===== config.mk =====
export PLATFORM = sky130hd
export DESIGN_NAME = i2c_addr_seq
export DESIGN_NICKNAME = d
export VERILOG_FILES = /design/src/rtl/i2c_aseq_pkg.sv /design/src/rtl/aseq_cmd_gen.sv /design/src/rtl/aseq_watchdog.sv /design/src/rtl/i2c_addr_seq.sv
export SDC_FILE = /design/constraint.sdc
export NUM_CORES = 1
export LEC_CHECK = 0
export BUFFER_PORTS_ARGS = -buffer_cell sky130_fd_sc_hd__clkbuf_2
export CAP_MARGIN = 30
export CORE_ASPECT_RATIO = 0.6
export CORE_MARGIN = 5
export CORE_UTILIZATION = 45
export DETAILED_ROUTE_END_ITERATION = 10
export GPL_TIMING_DRIVEN = 0
export HOLD_SLACK_MARGIN = 0.06
export PLACE_DENSITY = 0.66
export SLEW_MARGIN = 20
export SYNTH_ARGS = -nofsm -noshare
export SYNTH_HDL_FRONTEND = slang
export SYNTH_HIERARCHICAL = 1
export SYNTH_SLANG_ARGS = --single-unit

===== constraint.sdc =====
create_clock -name clk -period 3.44 [get_ports clk]
set_input_delay 0.172 -clock clk [delete_from_list [all_inputs] [get_ports clk]]
set_output_delay 0.172 -clock clk [all_outputs]
set_load 0.05 [all_outputs]

===== src/rtl/i2c_aseq_pkg.sv =====
package i2c_aseq_pkg;
    localparam int ADDR_W = 10;
    localparam int BYTE_W = 8;
    localparam logic [BYTE_W-1:0] MASTER_CODE = 8'h08;

    typedef enum logic [1:0] {
        OP_START   = 2'd0,
        OP_RESTART = 2'd1,
        OP_STOP    = 2'd2,
        OP_WRITE   = 2'd3
    } bus_op_e;

    typedef enum logic [1:0] {
        RES_OK      = 2'd0,
        RES_NAK     = 2'd1,
        RES_DATA    = 2'd2,
        RES_TIMEOUT = 2'd3
    } res_e;

    typedef enum logic [3:0] {
        ST_IDLE, ST_START, ST_MCODE, ST_HSRS, ST_RS, ST_A1, ST_A2,
        ST_RRS, ST_A3, ST_DATA, ST_NEXT, ST_STOP
    } st_e;

    typedef struct packed {
        logic [ADDR_W-1:0] addr;
        logic              ten;
        logic              rd;
        logic              nostart;
        logic              last;
    } desc_t;

    function automatic logic [BYTE_W-1:0] short_addr(input logic [ADDR_W-1:0] a, input logic rd);
        return {a[6:0], rd};
    endfunction

    function automatic logic [BYTE_W-1:0] long_hdr(input logic [ADDR_W-1:0] a, input logic rd);
        return {5'b11110, a[9:8], rd};
    endfunction
endpackage


===== src/rtl/aseq_cmd_gen.sv =====
module aseq_cmd_gen
    import i2c_aseq_pkg::*;
(
    input  st_e               st,
    input  desc_t             desc,
    output logic              is_cmd,
    output bus_op_e           op,
    output logic [BYTE_W-1:0] wbyte
);
    always_comb begin
        is_cmd = 1'b1;
        op     = OP_WRITE;
        wbyte  = '0;
        case (st)
            ST_START:               op = OP_START;
            ST_MCODE:               wbyte = MASTER_CODE;
            ST_HSRS, ST_RS, ST_RRS: op = OP_RESTART;
            ST_A1:   wbyte = desc.ten ? long_hdr(desc.addr, 1'b0) : short_addr(desc.addr, desc.rd);
            ST_A2:   wbyte = desc.addr[7:0];
            ST_A3:   wbyte = long_hdr(desc.addr, 1'b1);
            ST_STOP:                op = OP_STOP;
            default:                is_cmd = 1'b0;
        endcase
    end
endmodule


===== src/rtl/aseq_watchdog.sv =====
module aseq_watchdog #(
    parameter int LIMIT = 4096
) (
    input  logic clk,
    input  logic rst,
    input  logic arm,
    input  logic hit,
    output logic expired
);
    localparam int CW = $clog2(LIMIT + 1);
    logic [CW-1:0] cnt;

    always_ff @(posedge clk) begin
        if (rst || !arm || hit || expired) cnt <= '0;
        else                               cnt <= cnt + 1'b1;
    end

    assign expired = arm && !hit && (cnt == CW'(LIMIT - 1));

    AST_WDOG_BOUND: assert property (@(posedge clk) disable iff (rst)
        arm |-> (cnt < CW'(LIMIT)));
endmodule


===== src/rtl/i2c_addr_seq.sv =====
module i2c_addr_seq
    import i2c_aseq_pkg::*;
#(
    parameter int TIMEOUT_CYC = 4096
) (
    input  logic        clk,
    input  logic        rst,
    input  logic        desc_valid,
    output logic        desc_ready,
    input  logic [9:0]  desc_addr,
    input  logic        desc_ten,
    input  logic        desc_rd,
    input  logic        desc_nostart,
    input  logic        desc_last,
    input  logic        desc_hs,
    output logic        cmd_valid,
    output logic [1:0]  cmd_op,
    output logic [7:0]  cmd_byte,
    input  logic        cmd_done,
    input  logic        cmd_nak,
    output logic        xfer_start,
    input  logic        xfer_done,
    input  logic        xfer_ok,
    output logic        speed_hs,
    output logic        txn_done,
    output logic [1:0]  txn_result
);
    st_e     st;
    desc_t   desc_q, desc_in;
    logic    hs_q, issued, speed_q, done_q;
    res_e    err;
    logic    is_cmd, step_hit, expired;
    bus_op_e op;
    logic [BYTE_W-1:0] wbyte;

    assign desc_in = '{addr: desc_addr, ten: desc_ten, rd: desc_rd,
                       nostart: desc_nostart, last: desc_last};

    aseq_cmd_gen u_gen (.st(st), .desc(desc_q), .is_cmd(is_cmd), .op(op), .wbyte(wbyte));

    assign cmd_valid  = is_cmd && !issued;
    assign cmd_op     = op;
    assign cmd_byte   = wbyte;
    assign xfer_start = (st == ST_DATA) && !issued;
    assign desc_ready = (st == ST_IDLE) || (st == ST_NEXT);
    assign step_hit   = issued && (is_cmd ? cmd_done : xfer_done);
    assign speed_hs   = speed_q;
    assign txn_done   = done_q;
    assign txn_result = err;

    aseq_watchdog #(.LIMIT(TIMEOUT_CYC)) u_wdog (
        .clk(clk), .rst(rst), .arm(issued), .hit(step_hit), .expired(expired));

    always_ff @(posedge clk) begin
        if (rst) begin
            st      <= ST_IDLE;
            desc_q  <= '0;
            hs_q    <= 1'b0;
            issued  <= 1'b0;
            speed_q <= 1'b0;
            done_q  <= 1'b0;
            err     <= RES_OK;
        end else begin
            done_q <= 1'b0;
            if (cmd_valid || xfer_start) issued <= 1'b1;
            case (st)
                ST_IDLE: if (desc_valid) begin
                    desc_q <= desc_in;
                    hs_q   <= desc_hs;
                    err    <= RES_OK;
                    st     <= ST_START;
                end
                ST_NEXT: if (desc_valid) begin
                    desc_q <= desc_in;
                    st     <= desc_nostart ? ST_DATA : ST_RS;
                end
                default: begin
                    if (step_hit) begin
                        issued <= 1'b0;
                        if ((st == ST_A1 || st == ST_A2 || st == ST_A3) && cmd_nak) begin
                            err <= RES_NAK;
                            st  <= ST_STOP;
                        end else begin
                            case (st)
                                ST_START: st <= hs_q ? ST_MCODE : ST_A1;
                                ST_MCODE: begin
                                    if (cmd_nak) begin
                                        speed_q <= 1'b1;
                                        st      <= ST_HSRS;
                                    end else begin
                                        err <= RES_NAK;
                                        st  <= ST_STOP;
                                    end
                                end
                                ST_HSRS, ST_RS: st <= ST_A1;
                                ST_A1:    st <= desc_q.ten ? ST_A2 : ST_DATA;
                                ST_A2:    st <= desc_q.rd ? ST_RRS : ST_DATA;
                                ST_RRS:   st <= ST_A3;
                                ST_A3:    st <= ST_DATA;
                                ST_DATA: begin
                                    if (!xfer_ok) begin
                                        err <= RES_DATA;
                                        st  <= ST_STOP;
                                    end else begin
                                        st <= desc_q.last ? ST_STOP : ST_NEXT;
                                    end
                                end
                                default: begin
                                    speed_q <= 1'b0;
                                    done_q  <= 1'b1;
                                    st      <= ST_IDLE;
                                end
                            endcase
                        end
                    end else if (expired) begin
                        issued <= 1'b0;
                        err    <= RES_TIMEOUT;
                        if (st == ST_STOP) begin
                            speed_q <= 1'b0;
                            done_q  <= 1'b1;
                            st      <= ST_IDLE;
                        end else begin
                            st <= ST_STOP;
                        end
                    end
                end
            endcase
        end
    end

    AST_CMD_PULSE: assert property (@(posedge clk) disable iff (rst)
        cmd_valid |=> !cmd_valid);
    AST_DONE_PULSE: assert property (@(posedge clk) disable iff (rst)
        txn_done |=> !txn_done);
    AST_STD_AT_DONE: assert property (@(posedge clk) disable iff (rst)
        txn_done |-> !speed_hs);
    AST_HS_AFTER_NAK: assert property (@(posedge clk) disable iff (rst)
        $rose(speed_hs) |-> $past(cmd_done && cmd_nak));
    AST_DONE_FROM_STOP: assert property (@(posedge clk) disable iff (rst)
        txn_done |-> $past(st == ST_STOP));
    AST_NO_DUAL_STEP: assert property (@(posedge clk) disable iff (rst)
        !(cmd_valid && xfer_start));
endmodule


Word level (Yosys, flattened, before mapping)
Cells that the tools add are included.
{"block": "word_totals", "ff_bits": 36, "inputBits": 22, "word_cells": 109}
{"block": "op_classes", "addsub": 1, "eq_ne": 20, "muxes": 43, "bitwise_logic": 2, "n_reduce_logical": 32}
{"operator": "4-bit 2-to-1 mux", "n": 10}
{"operator": "4-bit one-hot mux with 8 select lines", "n": 1}
{"operator": "8-bit one-hot mux with 4 select lines", "n": 1}
{"operator": "1-bit 2-to-1 mux", "n": 18}
{"operator": "9-bit OR reduction", "n": 2}
{"operator": "4-bit by 3-bit == test with 1-bit output, second input constant", "n": 4}
{"operator": "4-bit == test, second input constant", "n": 4}
{"operator": "5-bit inequality test, second input constant", "n": 3}
{"operator": "13-bit by 1-bit adder with 13-bit output, second input constant", "n": 1}
{"operator": "13-bit by 12-bit == test with 1-bit output, second input constant", "n": 1}
{"operator": "2-bit 2-to-1 mux", "n": 6}
{"operator": "6-bit AND reduction", "n": 2}
{"operator": "4-bit by 2-bit == test with 1-bit output, second input constant", "n": 2}
{"operator": "8-bit 2-to-1 mux", "n": 1}
{"operator": "2-bit inequality test, second input constant", "n": 4}
{"operator": "2-bit one-hot mux with 2 select lines", "n": 2}
{"operator": "4-bit one-hot mux with 2 select lines", "n": 1}
{"operator": "8-bit OR reduction", "n": 1}
{"operator": "1-bit logical OR", "n": 7}
{"operator": "1-bit logical AND", "n": 6}
{"operator": "2-bit one-hot mux with 3 select lines", "n": 1}
{"operator": "3-bit OR reduction", "n": 2}
{"operator": "4-bit by 1-bit == test with 1-bit output, second input constant", "n": 1}
{"operator": "4-bit logical NOT", "n": 1}
{"operator": "11 further kinds", "n": 16}

Depth between registers and ports, before layout
Gate-level depths: netlist of run 1.
{"block": "logic_depth", "ltp_word": 11, "ltp_mapped": 14}

Modules after synthesis
The synthesis of run 1 kept the hierarchy.
{"mod": "i2c_addr_seq", "instances": 1, "cells_per_inst": 196, "area_each_um2": 1492.7}
{"mod": "aseq_watchdog", "instances": 1, "cells_per_inst": 63, "area_each_um2": 556.8}
{"mod": "aseq_cmd_gen", "instances": 1, "cells_per_inst": 44, "area_each_um2": 302.8}

Worst setup path before layout of run 1
No wires, ideal clock.
{"block": "synth_path", "path_type": "register to register", "start": "reg st[1]", "end": "reg st[1]", "t_arrival_ps": 2528, "setup_slack_ps": 825, "stages_incl_launch_ff": 13, "n_path_buf": 1, "path_cell_list": "dfxtp_1 > nor2b_1 > o21ai_0 > o21a_1 > mux2i_1 > nor2_1 > buf_2 > nand2b_1 > nor3_1 > o21ba_2 > mux2i_1 > o2111ai_1 > o31ai_1"}
{"block": "synth_between", "elab_chain_cells": 10}
{"item": "start: declaration", "line": "i2c_addr_seq.sv:28", "source": "st_e st;"}
{"item": "start signal: assignment", "line": "i2c_addr_seq.sv:75", "source": "st <= desc_nostart ? ST_DATA : ST_RS;"}
{"item": "start signal: assignment", "line": "i2c_addr_seq.sv:85", "source": "ST_START: st <= hs_q ? ST_MCODE : ST_A1;"}
{"item": "start signal: assignment", "line": "i2c_addr_seq.sv:96", "source": "ST_A1: st <= desc_q.ten ? ST_A2 : ST_DATA;"}
{"item": "4-bit by 3-bit == test with 1-bit output, or another cell as far along", "line": "aseq_cmd_gen.sv:14", "source": "case (st)"}
{"item": "9-bit OR reduction (no source line) *"}
{"item": "1-bit 2-to-1 mux *", "line": "aseq_cmd_gen.sv:14"}
{"item": "via is_cmd", "line": "i2c_addr_seq.sv:32", "source": "logic is_cmd, step_hit, expired;"}
{"item": "1-bit 2-to-1 mux *", "line": "i2c_addr_seq.sv:46", "source": "assign step_hit = issued && (is_cmd ? cmd_done : xfer_done);"}
{"item": "1-bit logical AND *", "line": "i2c_addr_seq.sv:46"}
{"item": "via step_hit", "line": "i2c_addr_seq.sv:32"}
{"item": "1-bit logical NOT *", "line": "aseq_watchdog.sv:18", "source": "assign expired = arm && !hit && (cnt == CW'(LIMIT - 1));"}
{"item": "1-bit logical AND * (2 in series)", "line": "aseq_watchdog.sv:18"}
{"item": "via expired", "line": "i2c_addr_seq.sv:32"}
{"item": "4-bit nonzero test (no source line) *"}
{"item": "3-bit AND reduction (no source line) *"}
Mark *: on every way through the listed nets, which the timed path passes. The rest lies on a longest branch. The select of a mux whose other input is x is not followed.
A chain may end at the register's enable or synchronous reset.

Worst setup path in the final report of run 1
{"block": "layout_path", "start": "reg st[1]", "end": "reg st[0]"}
Same word-level chain as after synthesis.

==> impl_metrics.yaml, run 1 <==
sta:
  drv_slew: 0
  timing.fmax_mhz: 316
  min_period_over_period: 0.919
  hold_viol: 0
  tightest_slew_ns: 0.556
  period_needed_ns: 3.16
  finalClockSkew_ns: 0.00559
  rsz0062_at_grt: "no"
  max-slew-margin-rel: 0.629
  setup_tns_ns: 0
  setup_viol: 0
layout:
  synthToLayoutAreaGrowth_pct: 16.3
  finalCoreUtilization: 0.536
  drive_gt1_frac: 0.235
  fillers: 487
  antenna_cells: 0
  final_nets: 367
drt:
  top_layer_used: "met4"
  drt-met1-wl_um: 3150
  vias_per_cell: 5.48
  wirelength_um: 6180
  route.met2.wl_um: 2430
  drtAntennaViolNets: 0
  dr.pass1.iters: 5
  met3_length_um: 597
  drcViolationCount: 0
  vias: 2248
  drt_iter0_drc: 204
  drt-wirelength-per-cell_um: 15.1
floorplan:
  initial_utilization: 0.461
  dieArea_um2: 6730
  core-area_um2: 5030
  rows: 20
  dieWidth_um: 103
  ios: 39
  die_height_um: 65.6
job:
  maxCapViolCount: 0
synth:
  avgSynthCellArea_um2: 7.75
  synth_fp_nets: 322
  yosysWarnings: 6
  syn_inst: 299
  syn_area_um2: 2320
critical_path:
  critPathKind: "flip-flop to flip-flop"
  r2r_cells: 12
  r2r-start: "st[1]"
  crit_path_end_kind: "flip-flop"
  required_ns: 3.64
  cp_slowest_cell: "dfxtp_1"
  arrival_ns: 3.36
  critical_path.max_stage_delay_ns: 0.44
  start_kind: "flip-flop"
  r2r_end: "st[0]"
  critPathMaxFanout: 13
  rrSetupSlack_ns: 0.28
  cpMostUsedCell: "o21ai_0"
  cp_cell_sequence: "nor2b_1 > o21ai_0 > o21a_1 > mux2i_1 > nor2_1 > buf_2 > nand2b_1 > nor3_2 > o21ba_2 > mux2i_2 > o21ai_0 > a21oi_1"
power_and_ir_drop:
  p_seq_frac: 0.249
  p_sw_mw: 1.18
  combPwrFrac: 0.613
  p_leak_nw: 1.03
  powerDensity_nw_per_um2: 858
  ir_drop_uv: 291
  internal-power_mw: 1.13
  power_frac_clock: 0.138
  swShare: 0.511
status:
  status: "complete, no violations"
place:
  portBuffers: 38
  place_hpwl_um: 4650
  routabilityCongestion: 0.978
hold_path:
  hold_class: "input port to flip-flop"
  hold_depth: 3
  min_to: "desc_q[12]"
  holdCritStartpoint: "desc_addr[8]"
clock_tree:
  clk_path_buf_depth: 2
  worstSkewPairLatency_ns: 0.28
  cts_tree: "yes"
  clk_pin_slew_ns: 0.07
  clock_sinks: 36
  cts_made_buffers: 5
  cts_setup_buffers: 0
  cts_root_buf: "clkbuf_8"
  ctsHoldBuffers: 0
  htree_levels: 2
grt:
  grt_overflow: 0
  grt_pass1_wl_um: 9800
  antenna_found_initial: 0
  grt_max_degree: 14
  grt_pass1_vias: 2023
  grt_usage: 0.185
-- flip-flops by register name, indices dropped and copies added (netlist names) --
signal      cells
desc_q         13
hs_q            1
txn_result      2
txn_done        1
u_wdog/cnt     13
speed_hs        1
st              4
issued          1
-- metrics by stage --
| stage | setup WS, ns | cells | instance area, um^2 | hold slack (ns) | power, mW |
|---|---|---|---|---|---|
| after CTS | 0.103 | 410 | 2690 | 0.113 | 2.29 |
| after global routing | 0.0128 | 410 | 2700 | 0.124 | 2.46 |
| after floorplan | 0.825 | 299 | 2320 | 0.275 | 1.66 |
| after detailed placement | 0.124 | 403 | 2590 | 0.415 | 1.97 |
| final | 0.279 | 410 | 2700 | 0.119 | 2.31 |
| after global placement | 0.186 | 403 | 2590 | 0.408 | 1.97 |
-- power by group through the flow --
stage / clock, mW / sequential (mW) / combinational [mW]
5_1_grt: 0.344 / 0.591 / 1.53
4_1_cts: 0.328 / 0.575 / 1.39
3_3_place_gp: 0 / 0.582 / 1.39
3_5_place_dp: 0 / 0.584 / 1.38
2_1_floorplan: 0 / 0.586 / 1.07
6_report: 0.320 / 0.576 / 1.42
-- worst max-delay path by stage --
stage               start  endpoint  slack (ns)
finish              st[1]     st[0]        0.28
global route        st[1]     st[0]        0.01
CTS                 st[1]     st[0]        0.10
detailed placement  st[1]     st[0]        0.12
global placement    st[1]     st[0]        0.19
floorplan           st[1]     st[1]        0.82
-- layer usage --
layer  GRT usage  up-vias
li1            -     1153
met1       0.281     1005
met2       0.255       88
met3      0.0583        2
met4      0.0295        0
met5           0        -
-- cell type report --
| class | count | area, um^2 | share of cell area |
|---|---|---|---|
| clock buffer | 7 | 96.3 | 0.0357 |
| buffer | 20 | 120 | 0.0445 |
| tap | 66 | 82.6 | 0.0306 |
| sequential | 36 | 721 | 0.267 |
| multi-input combinational | 231 | 1440 | 0.535 |
| timing repair buffer | 38 | 190 | 0.0705 |
| inverter | 12 | 45.0 | 0.0167 |
-- cells in the final DEF (no fill, tap or decap), types with 7 or more instances in the layout --
cell type and n:
nand3_1 30, clkbuf_2 38, a21oi_1 22, xnor2_1 9, buf_2 12, clkbuf_8 7, o21ai_0 19, nand2_1 33
inv_1 11, dfxtp_1 36, nor2_1 30
-- worst max-delay path, delay by kind of cell (launching register included) --
kind / cells / cell delay (ns)
and+or+nand+nor: 4 / 0.79
muxes: 2 / 0.65
AOI/OAI and AO/OA: 5 / 0.98
DFF: 1 / 0.44
buffers and inverters: 1 / 0.21
-- what timing repair did --
item | 4_1_cts | 5_1_grt
setup endpoints to repair | 0 | 4
endpoints found under the hold margin | 0 | 0
gates resized for setup | 0 | 2
(Power assumes the default switching activity.)
==> inputs of run 2 (changes only) <==
--- a/config.mk
+++ b/config.mk
@@ -12,7 +12,7 @@
 export CORE_UTILIZATION = 45
 export DETAILED_ROUTE_END_ITERATION = 10
 export GPL_TIMING_DRIVEN = 0
-export HOLD_SLACK_MARGIN = 0.06
+export HOLD_SLACK_MARGIN = 0.12
 export PLACE_DENSITY = 0.66
 export SLEW_MARGIN = 20
 export SYNTH_ARGS = -nofsm -noshare
==> run 2 against run 1 <==
  * Sequential power is essentially flat
  * Worst setup slack gained 0.014 ns
  * Power grew 0.25%
==> impl_metrics.yaml, run 2 (synthesis gave the netlist of run 1 again) <==
critical_path:
  endpoint: "st[0]"
  r2r-start: "st[1]"
  critPathMaxFanout: 13
  cp_cell_sequence: "nor2b_1 > o21ai_0 > o21a_1 > mux2i_1 > nor2_1 > buf_2 > nand2b_1 > nor3_2 > o21ba_2 > mux2i_2 > o21ai_0 > a21oi_1"
  crit_path_end_kind: "flip-flop"
  critical_path.max_stage_delay_ns: 0.45
  r2r_cells: 12
  r2r_end: "st[0]"
  arrival_ns: 3.34
  startpoint: "st[1]"
  critPathKind: "flip-flop to flip-flop"
  rrSetupSlack_ns: 0.29
  cpMostUsedCell: "o21ai_0"
  cp_slowest_cell: "dfxtp_1"
  required_ns: 3.64
  start_kind: "flip-flop"
sta:
  max-slew-margin-rel: 0.628
  min_period_over_period: 0.915
  timing.fmax_mhz: 318
  hold_viol: 0
  drv_slew: 0
  finalClockSkew_ns: 0.00541
  rsz0062_at_grt: "no"
  timing.hold.ws_ns: 0.123
  setup_viol: 0
  period_needed_ns: 3.15
  tightest_slew_ns: 0.559
  setup_tns_ns: 0
hold_path:
  holdCritStartpoint: "desc_hs"
  hold_class: "input port to flip-flop"
layout:
  mostFrequentLayoutCells: "clkbuf_2, dfxtp_1, nand2_1, nor2_1, nand3_1"
  synthToLayoutAreaGrowth_pct: 17.6
  final_common_cell: "clkbuf_2"
  drive_gt1_frac: 0.233
  reg_top3: "desc_q: 13 flops, u_wdog/cnt: 13 flops, st: 4 flops"
  antenna_cells: 0
  final_nets: 370
clock_tree:
  cts_setup_buffers: 0
  worstSkewPairLatency_ns: 0.28
  clk_path_buf_depth: 2
  cts_tree: "yes"
  cts_root_buf: "clkbuf_8"
  clk_pin_slew_ns: 0.07
  cts_made_buffers: 5
  htree_levels: 2
  clock_sinks: 36
job:
  maxCapViolCount: 0
power_and_ir_drop:
  powerDensity_nw_per_um2: 851
  p_leak_nw: 1.04
  ir_drop_uv: 293
grt:
  grt_overflow: 0
  grt_pass1_wl_um: 9940
  antenna_found_initial: 0
  grt_pass1_vias: 2058
  grt_usage: 0.188
  grt_max_degree: 14
floorplan:
  initial_utilization: 0.461
  die_height_um: 65.6
  dieWidth_um: 103
  rows: 20
  core-area_um2: 5030
  ios: 39
  dieArea_um2: 6730
place:
  routabilityCongestion: 0.978
  portBuffers: 38
  place_hpwl_um: 4650
drt:
  vias: 2261
  dr.pass1.iters: 4
  drcViolationCount: 0
  drtAntennaViolNets: 0
  drt-wirelength-per-cell_um: 15.2
  wirelength_um: 6280
  drt_iter0_drc: 144
  vias_per_cell: 5.47
status:
  status: "complete, no violations"
==> run 2: per-layer routing <==
metal  up-vias  GRT usage  routed length (um)
li1       1157          -                   -
met1      1020      0.282                3160
met2        80      0.264                2490
met3         4     0.0583                 602
met4         0     0.0295                  21
met5         -          0                   0
==> run 2: per-stage QoR <==
| step | power (mW) | setup slack (ns) | cells | cell area, um^2 | utilization |
|---|---|---|---|---|---|
| 2_1_floorplan | 1.66 | 0.825 | 299 | 2320 | - |
| 3_3_place_gp | 1.97 | 0.186 | 403 | 2590 | 0.515 |
| 3_5_place_dp | 1.97 | 0.124 | 403 | 2590 | 0.515 |
| 4_1_cts | 2.30 | 0.103 | 413 | 2720 | 0.540 |
| 5_1_grt | 2.47 | 0.0128 | 413 | 2730 | 0.542 |
| 6_report | 2.32 | 0.293 | 413 | 2730 | 0.542 |
==> run 2: worst min path at each step <==
stage	end	slack (ns)	depth (start not counted)
2_1_floorplan	st[1]	0.28	1
3_3_place_gp	hs_q	0.41	3
3_5_place_dp	desc_q[5]	0.42	3
4_1_cts	hs_q	0.12	3
5_1_grt	desc_q[2]	0.12	3
6_report	hs_q	0.12	3
==> run 2: cell type report <==
cell class	instances	area [um^2]
repair buffers	41	220
well taps	66	82.6
multi-input cells	231	1440
fillers	483	2300
inverters	12	45.0
flip-flops and latches	36	721
plain buffers	20	120
clock buffers	7	96.3
==> run 2: worst max-delay path, delay by kind of cell, from the launching register on <==
kind / cells / cell delay (ns)
multiplexers: 2 / 0.66
AND/OR/NAND/NOR: 4 / 0.78
flip-flops: 1 / 0.45
buffers and inverters: 1 / 0.21
AO/OA/AOI/OAI: 5 / 0.97
==> run 2: what timing repair did <==
action,in CTS,in global routing
setup endpoints to repair,0,4
endpoints found under the hold margin,3,0
hold buffers,3,0
resized for setup,0,2
==> run 2: where the power goes <==
group | internal, mW | switching [mW] | total (mW)
Clock | 0.178 | 0.142 | 0.320
Sequential | 0.490 | 0.0868 | 0.577
Combinational | 0.465 | 0.958 | 1.42
==> inputs of run 3 (changes only) <==
--- a/config.mk
+++ b/config.mk
@@ -10,6 +10,7 @@
 export CORE_ASPECT_RATIO = 0.6
 export CORE_MARGIN = 5
 export CORE_UTILIZATION = 45
+export CTS_BUF_LIST = sky130_fd_sc_hd__clkbuf_16
 export DETAILED_ROUTE_END_ITERATION = 10
 export GPL_TIMING_DRIVEN = 0
 export HOLD_SLACK_MARGIN = 0.12
==> run 3 against run 2 <==
  * Design area is 0.23% higher
  * Combinational power hardly changed
  * Clock skew fell by 0.0023 ns
  * Global-route usage grew 0.32 points
  * Count of clock-buffer cells in the layout fell by 2
  * Sequential share of layout area is 0.061 points lower
  * Register-to-register slack lost 0.03 ns
  * Hold slack better by 0.0062 ns
  * Critical path type unchanged
  * Largest power group unchanged
==> impl_metrics.yaml, run 3 (synthesis gave the netlist of run 1 again) <==
power_and_ir_drop:
  p_sw_mw: 1.21
  powerDensity_nw_per_um2: 885
  internal-power_mw: 1.21
  power_frac_clock: 0.172
  p_leak_nw: 1.04
  combPwrFrac: 0.589
  swShare: 0.499
  ir_drop_uv: 290
  p_seq_frac: 0.239
critical_path:
  arrival_ns: 3.37
  start_kind: "flip-flop"
  crit_family: "compound AO/OA/AOI/OAI gates"
  critical_path.max_stage_delay_ns: 0.44
  critPathKind: "flip-flop to flip-flop"
  rrSetupSlack_ns: 0.26
  crit_path_end_kind: "flip-flop"
  cpMostUsedCell: "o21ai_0"
  required_ns: 3.63
  cp_slowest_cell: "dfxtp_1"
  crit_buf_inv: 1
  cp_cell_sequence: "nor2b_1 > o21ai_0 > o21a_1 > mux2i_1 > nor2_1 > buf_2 > nand2b_1 > nor3_2 > o21ba_2 > mux2i_2 > o21ai_0 > a21oi_1"
  r2r_cells: 12
  critPathMaxFanout: 13
  cp_num_cells: 12
layout:
  fillers: 490
  drive_gt1_frac: 0.230
  final_nets: 367
  final_common_cell: "clkbuf_2"
  mostFrequentLayoutCells: "clkbuf_2, dfxtp_1, nand2_1, nor2_1, nand3_1"
  antenna_cells: 0
  synthToLayoutAreaGrowth_pct: 17.9
  finalCoreUtilization: 0.543
  reg_top3: "desc_q: 13 flops, u_wdog/cnt: 13 flops, st: 4 flops"
drt:
  drtAntennaViolNets: 0
  drt_iter0_drc: 167
  vias: 2261
  drt-wirelength-per-cell_um: 15.4
  wirelength_um: 6320
  vias_per_cell: 5.51
  dr.pass1.iters: 5
  drcViolationCount: 0
hold_path:
  hold_class: "input port to flip-flop"
  hold_depth: 3
clock_tree:
  cts_root_buf: "clkbuf_16"
  clock_sinks: 36
  cts_setup_buffers: 0
  clk_pin_slew_ns: 0.05
  clk_path_buf_depth: 2
  cts_made_buffers: 5
  htree_levels: 2
  worstSkewPairLatency_ns: 0.27
  cts_tree: "yes"
grt:
  grt_pass1_wl_um: 10000
  grt_overflow: 0
  grt_max_degree: 14
  grt_pass1_vias: 2063
  antenna_found_initial: 0
  grt_usage: 0.191
floorplan:
  rows: 20
  dieArea_um2: 6730
  ios: 39
  dieWidth_um: 103
  core-area_um2: 5030
  die_height_um: 65.6
  initial_utilization: 0.461
sta:
  tightest_slew_ns: 0.552
  setup_viol: 0
  rsz0062_at_grt: "no"
  drv_slew: 0
  finalClockSkew_ns: 0.00311
  hold_viol: 0
  timing.fmax_mhz: 315
  setup_tns_ns: 0
  period_needed_ns: 3.18
  min_period_over_period: 0.924
  max-slew-margin-rel: 0.632
place:
  place_hpwl_um: 4650
  routabilityCongestion: 0.978
  portBuffers: 38
job:
  maxCapViolCount: 0
status:
  status: "complete, no violations"
## run 3: cell count changes in the layout (fill, tap and decap cells not counted)
cell and change:
clkbuf_16 +5, dlygate4sd3_1 -3, clkbuf_8 -7, clkinv_1 +2
## run 3: repair_timing
item	in CTS	in global routing
gates resized for setup	0	2
setup endpoints to repair	0	4
hold buffers	0	0
## run 3: power groups by stage
| stage | Clock [mW] | Combinational, mW | Sequential, mW |
|---|---|---|---|
| after floorplan | 0 | 1.07 | 0.586 |
| after global placement | 0 | 1.39 | 0.582 |
| after detailed placement | 0 | 1.38 | 0.584 |
| after CTS | 0.423 | 1.39 | 0.575 |
| after global routing | 0.440 | 1.53 | 0.592 |
| final | 0.416 | 1.42 | 0.577 |
## run 3: final cells by class
class / instances / area [um^2] / share of cell area
Multi-Input combinational cell: 231 / 1440 / 0.527
Sequential cell: 36 / 721 / 0.264
Timing Repair Buffer: 38 / 190 / 0.0696
Clock buffer: 5 / 125 / 0.0458
Buffer: 20 / 120 / 0.0440
Tap cell: 66 / 82.6 / 0.0302
Inverter: 12 / 45.0 / 0.0165
Clock inverter: 2 / 7.51 / 0.00275
## run 3: metal layers
| metal | track usage | part of all wire | vias to the layer above | wire (um) |
|---|---|---|---|---|
| met1 | 0.283 | 0.50 | 1023 | 3190 |
| li1 | - | - | 1149 | - |
| met5 | 0 | 0 | - | 0 |
| met3 | 0.0583 | 0.088 | 4 | 559 |
| met2 | 0.267 | 0.40 | 85 | 2540 |
| met4 | 0.0442 | 0.0052 | 0 | 33 |
## run 3: tightest hold or removal path, cell delays in order
cell and delay, ns:
clkbuf_2 0.08, nand3_1 0.05, a21oi_1 0.05
## run 3: final timing paths
kind / end / from
min: desc_q[5] / desc_addr[1]
max reg2reg: st[0] / st[1]
max: st[0] / st[1]
min reg2reg: u_wdog/cnt[0] / u_wdog/cnt[0]
## run 3: metrics by stage
stage | worst slack [ns] | hold WS [ns] | std cells | total power [mW] | area (um^2)
after detailed placement | 0.124 | 0.415 | 403 | 1.97 | 2590
after global routing | 0.0226 | 0.140 | 410 | 2.57 | 2730
after CTS | 0.104 | 0.125 | 410 | 2.39 | 2720
after floorplan | 0.825 | 0.275 | 299 | 1.66 | 2320
final | 0.261 | 0.130 | 410 | 2.42 | 2730
after global placement | 0.186 | 0.408 | 403 | 1.97 | 2590
